$ cat src/rtl/fpoll_pkg.sv
package fpoll_pkg;
  typedef enum logic {ST_IDLE, ST_WAIT} fpoll_state_t;
  typedef enum logic {PH_SEEK, PH_CONFIRM} fpoll_phase_t;
endpackage

$ cat src/rtl/fpoll_timer.sv
module fpoll_timer #(
  parameter int PROG_CYCLES  = 1250,
  parameter int ERASE_CYCLES = 20000
) (
  input  logic clk,
  input  logic rst,
  input  logic clear,
  input  logic run,
  input  logic sel_erase,
  output logic expired
);
  localparam int MAXC = (PROG_CYCLES > ERASE_CYCLES) ? PROG_CYCLES : ERASE_CYCLES;
  localparam int CW   = $clog2(MAXC + 1);

  logic [CW-1:0] cnt;
  logic [CW-1:0] last_cnt;

  assign last_cnt = sel_erase ? CW'(ERASE_CYCLES - 1) : CW'(PROG_CYCLES - 1);

  always_ff @(posedge clk) begin
    if (rst || clear) cnt <= '0;
    else if (run)     cnt <= cnt + 1'b1;
  end

  assign expired = run && (cnt == last_cnt);
endmodule

$ cat src/rtl/fpoll_judge.sv
module fpoll_judge #(
  parameter int DW       = 16,
  parameter int POLL_BIT = 7,
  parameter int TOG_BIT  = 6
) (
  input  logic          mode_toggle,
  input  logic [DW-1:0] rd_word,
  input  logic [DW-1:0] exp_word,
  input  logic          prev_tog,
  input  logic          have_prev,
  output logic          status_hit,
  output logic          word_match
);
  always_comb begin
    if (mode_toggle) status_hit = have_prev && (rd_word[TOG_BIT] == prev_tog);
    else             status_hit = (rd_word[POLL_BIT] == exp_word[POLL_BIT]);
    word_match = (rd_word == exp_word);
  end
endmodule

$ cat src/rtl/flash_done_poller.sv
module flash_done_poller #(
  parameter int AW            = 22,
  parameter int DW            = 16,
  parameter int PROG_CYCLES   = 1250,
  parameter int ERASE_CYCLES  = 20000,
  parameter int POLL_BIT      = 7,
  parameter int TOG_BIT       = 6,
  parameter int CONFIRM_READS = 2
) (
  input  logic          clk,
  input  logic          rst,
  input  logic          start,
  input  logic          mode_toggle,
  input  logic          op_erase,
  input  logic [AW-1:0] addr,
  input  logic [DW-1:0] exp_data,
  output logic          rd_req,
  output logic [AW-1:0] rd_addr,
  input  logic          rd_ack,
  input  logic [DW-1:0] rd_data,
  output logic          busy,
  output logic          done,
  output logic          error
);
  import fpoll_pkg::*;

  localparam int CCW = $clog2(CONFIRM_READS + 1);

  fpoll_state_t  state;
  fpoll_phase_t  phase;
  logic [DW-1:0] exp_q;
  logic          tog_q;
  logic          erase_q;
  logic          prev_tog;
  logic          have_prev;
  logic [CCW-1:0] ccnt;
  logic          accept;
  logic          expired;
  logic          status_hit;
  logic          word_match;

  assign accept = (state == ST_IDLE) && start;

  fpoll_timer #(
    .PROG_CYCLES (PROG_CYCLES),
    .ERASE_CYCLES(ERASE_CYCLES)
  ) u_timer (
    .clk      (clk),
    .rst      (rst),
    .clear    (accept),
    .run      (state == ST_WAIT),
    .sel_erase(erase_q),
    .expired  (expired)
  );

  fpoll_judge #(
    .DW      (DW),
    .POLL_BIT(POLL_BIT),
    .TOG_BIT (TOG_BIT)
  ) u_judge (
    .mode_toggle(tog_q),
    .rd_word    (rd_data),
    .exp_word   (exp_q),
    .prev_tog   (prev_tog),
    .have_prev  (have_prev),
    .status_hit (status_hit),
    .word_match (word_match)
  );

  always_ff @(posedge clk) begin
    if (rst) begin
      state     <= ST_IDLE;
      phase     <= PH_SEEK;
      rd_req    <= 1'b0;
      rd_addr   <= '0;
      exp_q     <= '0;
      tog_q     <= 1'b0;
      erase_q   <= 1'b0;
      prev_tog  <= 1'b0;
      have_prev <= 1'b0;
      ccnt      <= '0;
      busy      <= 1'b0;
      done      <= 1'b0;
      error     <= 1'b0;
    end else begin
      rd_req <= 1'b0;
      done   <= 1'b0;
      error  <= 1'b0;
      case (state)
        ST_IDLE: begin
          if (start) begin
            rd_addr   <= addr;
            exp_q     <= exp_data;
            tog_q     <= mode_toggle;
            erase_q   <= op_erase;
            have_prev <= 1'b0;
            phase     <= PH_SEEK;
            ccnt      <= '0;
            rd_req    <= 1'b1;
            busy      <= 1'b1;
            state     <= ST_WAIT;
          end
        end
        ST_WAIT: begin
          if (expired) begin
            error <= 1'b1;
            busy  <= 1'b0;
            state <= ST_IDLE;
          end else if (rd_ack) begin
            prev_tog  <= rd_data[TOG_BIT];
            have_prev <= 1'b1;
            if (phase == PH_SEEK) begin
              if (status_hit) begin
                phase <= PH_CONFIRM;
                ccnt  <= '0;
              end
              rd_req <= 1'b1;
            end else if (!word_match) begin
              phase  <= PH_SEEK;
              rd_req <= 1'b1;
            end else if (ccnt == CCW'(CONFIRM_READS - 1)) begin
              done  <= 1'b1;
              busy  <= 1'b0;
              phase <= PH_SEEK;
              state <= ST_IDLE;
            end else begin
              ccnt   <= ccnt + 1'b1;
              rd_req <= 1'b1;
            end
          end
        end
        default: state <= ST_IDLE;
      endcase
    end
  end
endmodule

$ cat config.mk
export PLATFORM = sky130hd
export DESIGN_NAME = flash_done_poller
export DESIGN_NICKNAME = d
export VERILOG_FILES = /design/src/rtl/fpoll_pkg.sv /design/src/rtl/fpoll_timer.sv /design/src/rtl/fpoll_judge.sv /design/src/rtl/flash_done_poller.sv
export SDC_FILE = /design/constraint.sdc
export NUM_CORES = 1
export LEC_CHECK = 0
export ABC_CLOCK_PERIOD_IN_PS = 2200
export BUFFER_PORTS_ARGS = -buffer_cell sky130_fd_sc_hd__buf_2
export CORE_ASPECT_RATIO = 1.2
export CORE_MARGIN = 2
export CORE_UTILIZATION = 51
export CTS_CLUSTER_DIAMETER = 200
export CTS_CLUSTER_SIZE = 20
export DETAILED_ROUTE_END_ITERATION = 7
export PLACE_DENSITY = 0.79
export SLEW_MARGIN = 20
export SYNTH_ARGS = -nofsm -noshare
export SYNTH_HDL_FRONTEND = slang
export SYNTH_HIERARCHICAL = 1
export SYNTH_SLANG_ARGS = --single-unit
$ cat constraint.sdc
create_clock -name clk -period 2.2 [get_ports clk]
set_input_delay 0.22 -clock clk [delete_from_list [all_inputs] [get_ports clk]]
set_output_delay 0.22 -clock clk [all_outputs]
set_load 0.005 [all_outputs]
==> metrics.cfg <==
[global_route]
grt_max_degree=34
grt_use_met1_pct=25.6
met2_usage_pct=36.2
grtUsageTotal_pct=21.9
grt_util_met3_pct=8.34
grt_pass1_wl_um=10700
grt_pass1_vias=2458
grt-ovfl-total=0
busiest_layer=met2
antenna_found_initial=0

[setup_path]
cp-start-kind=flop
end_kind=flop
crit_type=reg2reg
required_ps=2430
arrival_ps=2320
critPathMaxFanout=9

[cells_and_area]
area_growth_pct=23.6
seqCellArea_mm2=0.00130
nets=485
diodes=0
final_cells=489
fillers=453
postLayoutCellArea_mm2=0.00353
layout-drive-gt1-share_pct=28.8
multi_input_area_mm2=0.00143
utilization_pct=66.1

[timing]
min_period_ps=2080
fin_crit_sh_pct=94.6
finalSetupViolCount=0
fin_tns_setup_ps=0
report.final.slew_viol_count=0
hold_viol_final=0
tightest_slew_ps=591
rsz0062_at_grt=false
max-slew-margin-rel_pct=60.6
fin_skew_ps=5.68
fmax_ghz=0.480

[pwr]
swShare_pct=24.8
power.density_mw_per_mm2=754
p_total_mw=2.66
pwr-share-seq_pct=47.5
intPower_mw=2.00
ir_drop_mv=0.717
clock_power_share_pct=41.6
leakage_nw=1.43
p_comb_share_pct=10.9
p_sw_mw=0.660

[place]
gp_congestion=0.872
portBuffers=85
place_hpwl_um=4520
dp_cells=473
placed_cell_area_mm2=0.00331

[detailed_routing]
routed_wl_um=6430
drt_iter0_markers=104
drc=0
drt.antenna.violating_nets=0
vias=2611
vias_per_cell=5.34
dr.pass1.iters=4
wire_per_inst_um=13.2

[clocking]
ctsResizeCount=0
insertion_delay_ps=340
cts_tree=yes
hold_buffers=0
clk_pin_slew_ps=70
clock_path_buffers=2
cts_made_buffers=9
clkSinkCount=65
cts_root_buf=clkbuf_8
cts_htree_levels=3
cts_setup_buffers=0

[yosys]
synth_edf_count=0
synth-main-ff-cell=dfxtp_1
synth_cell_types=42
avgSynthCellArea_um2=8.54
netlist_instances=334
yosys_warnings=6
async_flop_share_pct=0
synth_area_mm2=0.00285
synthTopCellsByArea=dfxtp_1, nand2_1, a21oi_1, xnor2_1, nand4_1
synth_top_area_cell=dfxtp_1
synth.most_common_cell=nand2_1
yosys_register_bits=65
ys_top_cells_by_count=nand2_1, dfxtp_1, a21oi_1
seq_area_frac_synth_pct=45.6
synthesis.nets=397
synth_top_area_share_pct=45.6

[floorplan]
core-area_mm2=0.00533
die-height_um=85.9
rows=29
ios=86
start_util_pct=53.5
dieArea_mm2=0.00621
die_w_um=72.3

[min_path]
min_path_type=in2reg

[job]
maxCapViolCount=0

[run_status]
status=completed

worst max-delay path: stages (launching register included):
cell	delay (ps)
dfxtp_1	460
nand4_4	180
or4b_1	530
a21oi_1	200
nand3b_2	230
a32oi_2	90
mux2_2	290
cells by family after synthesis:
| family | count (synthesis) | synth area share [%] |
|---|---|---|
| simple gates | 154 | 26.7 |
| buf+inv | 20 | 4.56 |
| flops | 65 | 45.6 |
| xor+xnor | 21 | 6.71 |
| fa+ha+maj | 3 | 1.32 |
| mux | 8 | 2.89 |
| compound gates | 63 | 12.2 |
per-stage QoR:
step                worst slack [ps]  hold WS [ps]
global placement                 173           439
CTS                              112          88.3
finish                           118           106
detailed placement               136           444
floorplan                        174           356
global route                    3.80          96.7
routing by layer:
| metal | vias up | share of wire [%] | wire [um] |
|---|---|---|---|
| li1 | 1329 | - | - |
| met2 | 71 | 50 | 3210 |
| met4 | 0 | 1.4 | 89 |
| met3 | 9 | 6.9 | 442 |
| met5 | - | 0 | 0 |
| met1 | 1202 | 42 | 2700 |
sequential cells by signal, summed over array words and instances (netlist names):
signal,cells
busy,1
ccnt,2
done,1
erase_q,1
error,1
exp_q,16
have_prev,1
phase,1
prev_tog,1
rd_addr,22
rd_req,1
state,1
tog_q,1
u_timer/cnt,15
path summary, 6_finish.rpt:
check / start / to / slack (ps) / depth (start not counted)
worst min-delay path: addr[11] / rd_addr[11] / 110 / 3
worst max register to register: u_timer/cnt[3] / ccnt[0] / 120 / 6
worst min register to register: rd_addr[12] / rd_addr[12] / 450 / 2
worst max-delay path: u_timer/cnt[3] / ccnt[0] / 120 / 6
cell usage in the layout (no fill, tap or decap), types with 3 or more instances in the layout:
cell        count
buf_4           9
or3_1           5
nand2_1        91
nand3b_1        5
clkinvlp_4      4
xnor2_1        17
xor2_1          3
nor4_1          5
mux2i_1         6
a21oi_1        52
ha_1            3
o31ai_1         4
or4_1           4
nand4_1        11
dfxtp_1        65
nand3_1         7
nor2_1         10
clkbuf_8        9
buf_2          85
cell type report:
cell class,instances,area share (%)
sequential,65,36.9
clock inverter,7,2.70
clock buffer,9,3.51
tap,62,2.20
multi-input combinational,249,40.4
inverter,3,0.319
timing repair buffer,94,14.0
power groups by stage:
| stage | registers, mW | logic, mW | clock network [mW] |
|---|---|---|---|
| 2_1_floorplan | 1.29 | 0.185 | 0 |
| 3_3_place_gp | 1.29 | 0.286 | 0 |
| 3_5_place_dp | 1.29 | 0.292 | 0 |
| 4_1_cts | 1.26 | 0.294 | 1.13 |
| 5_1_grt | 1.27 | 0.324 | 1.18 |
| 6_report | 1.26 | 0.291 | 1.11 |
Power figures use the tool's default switching activity.
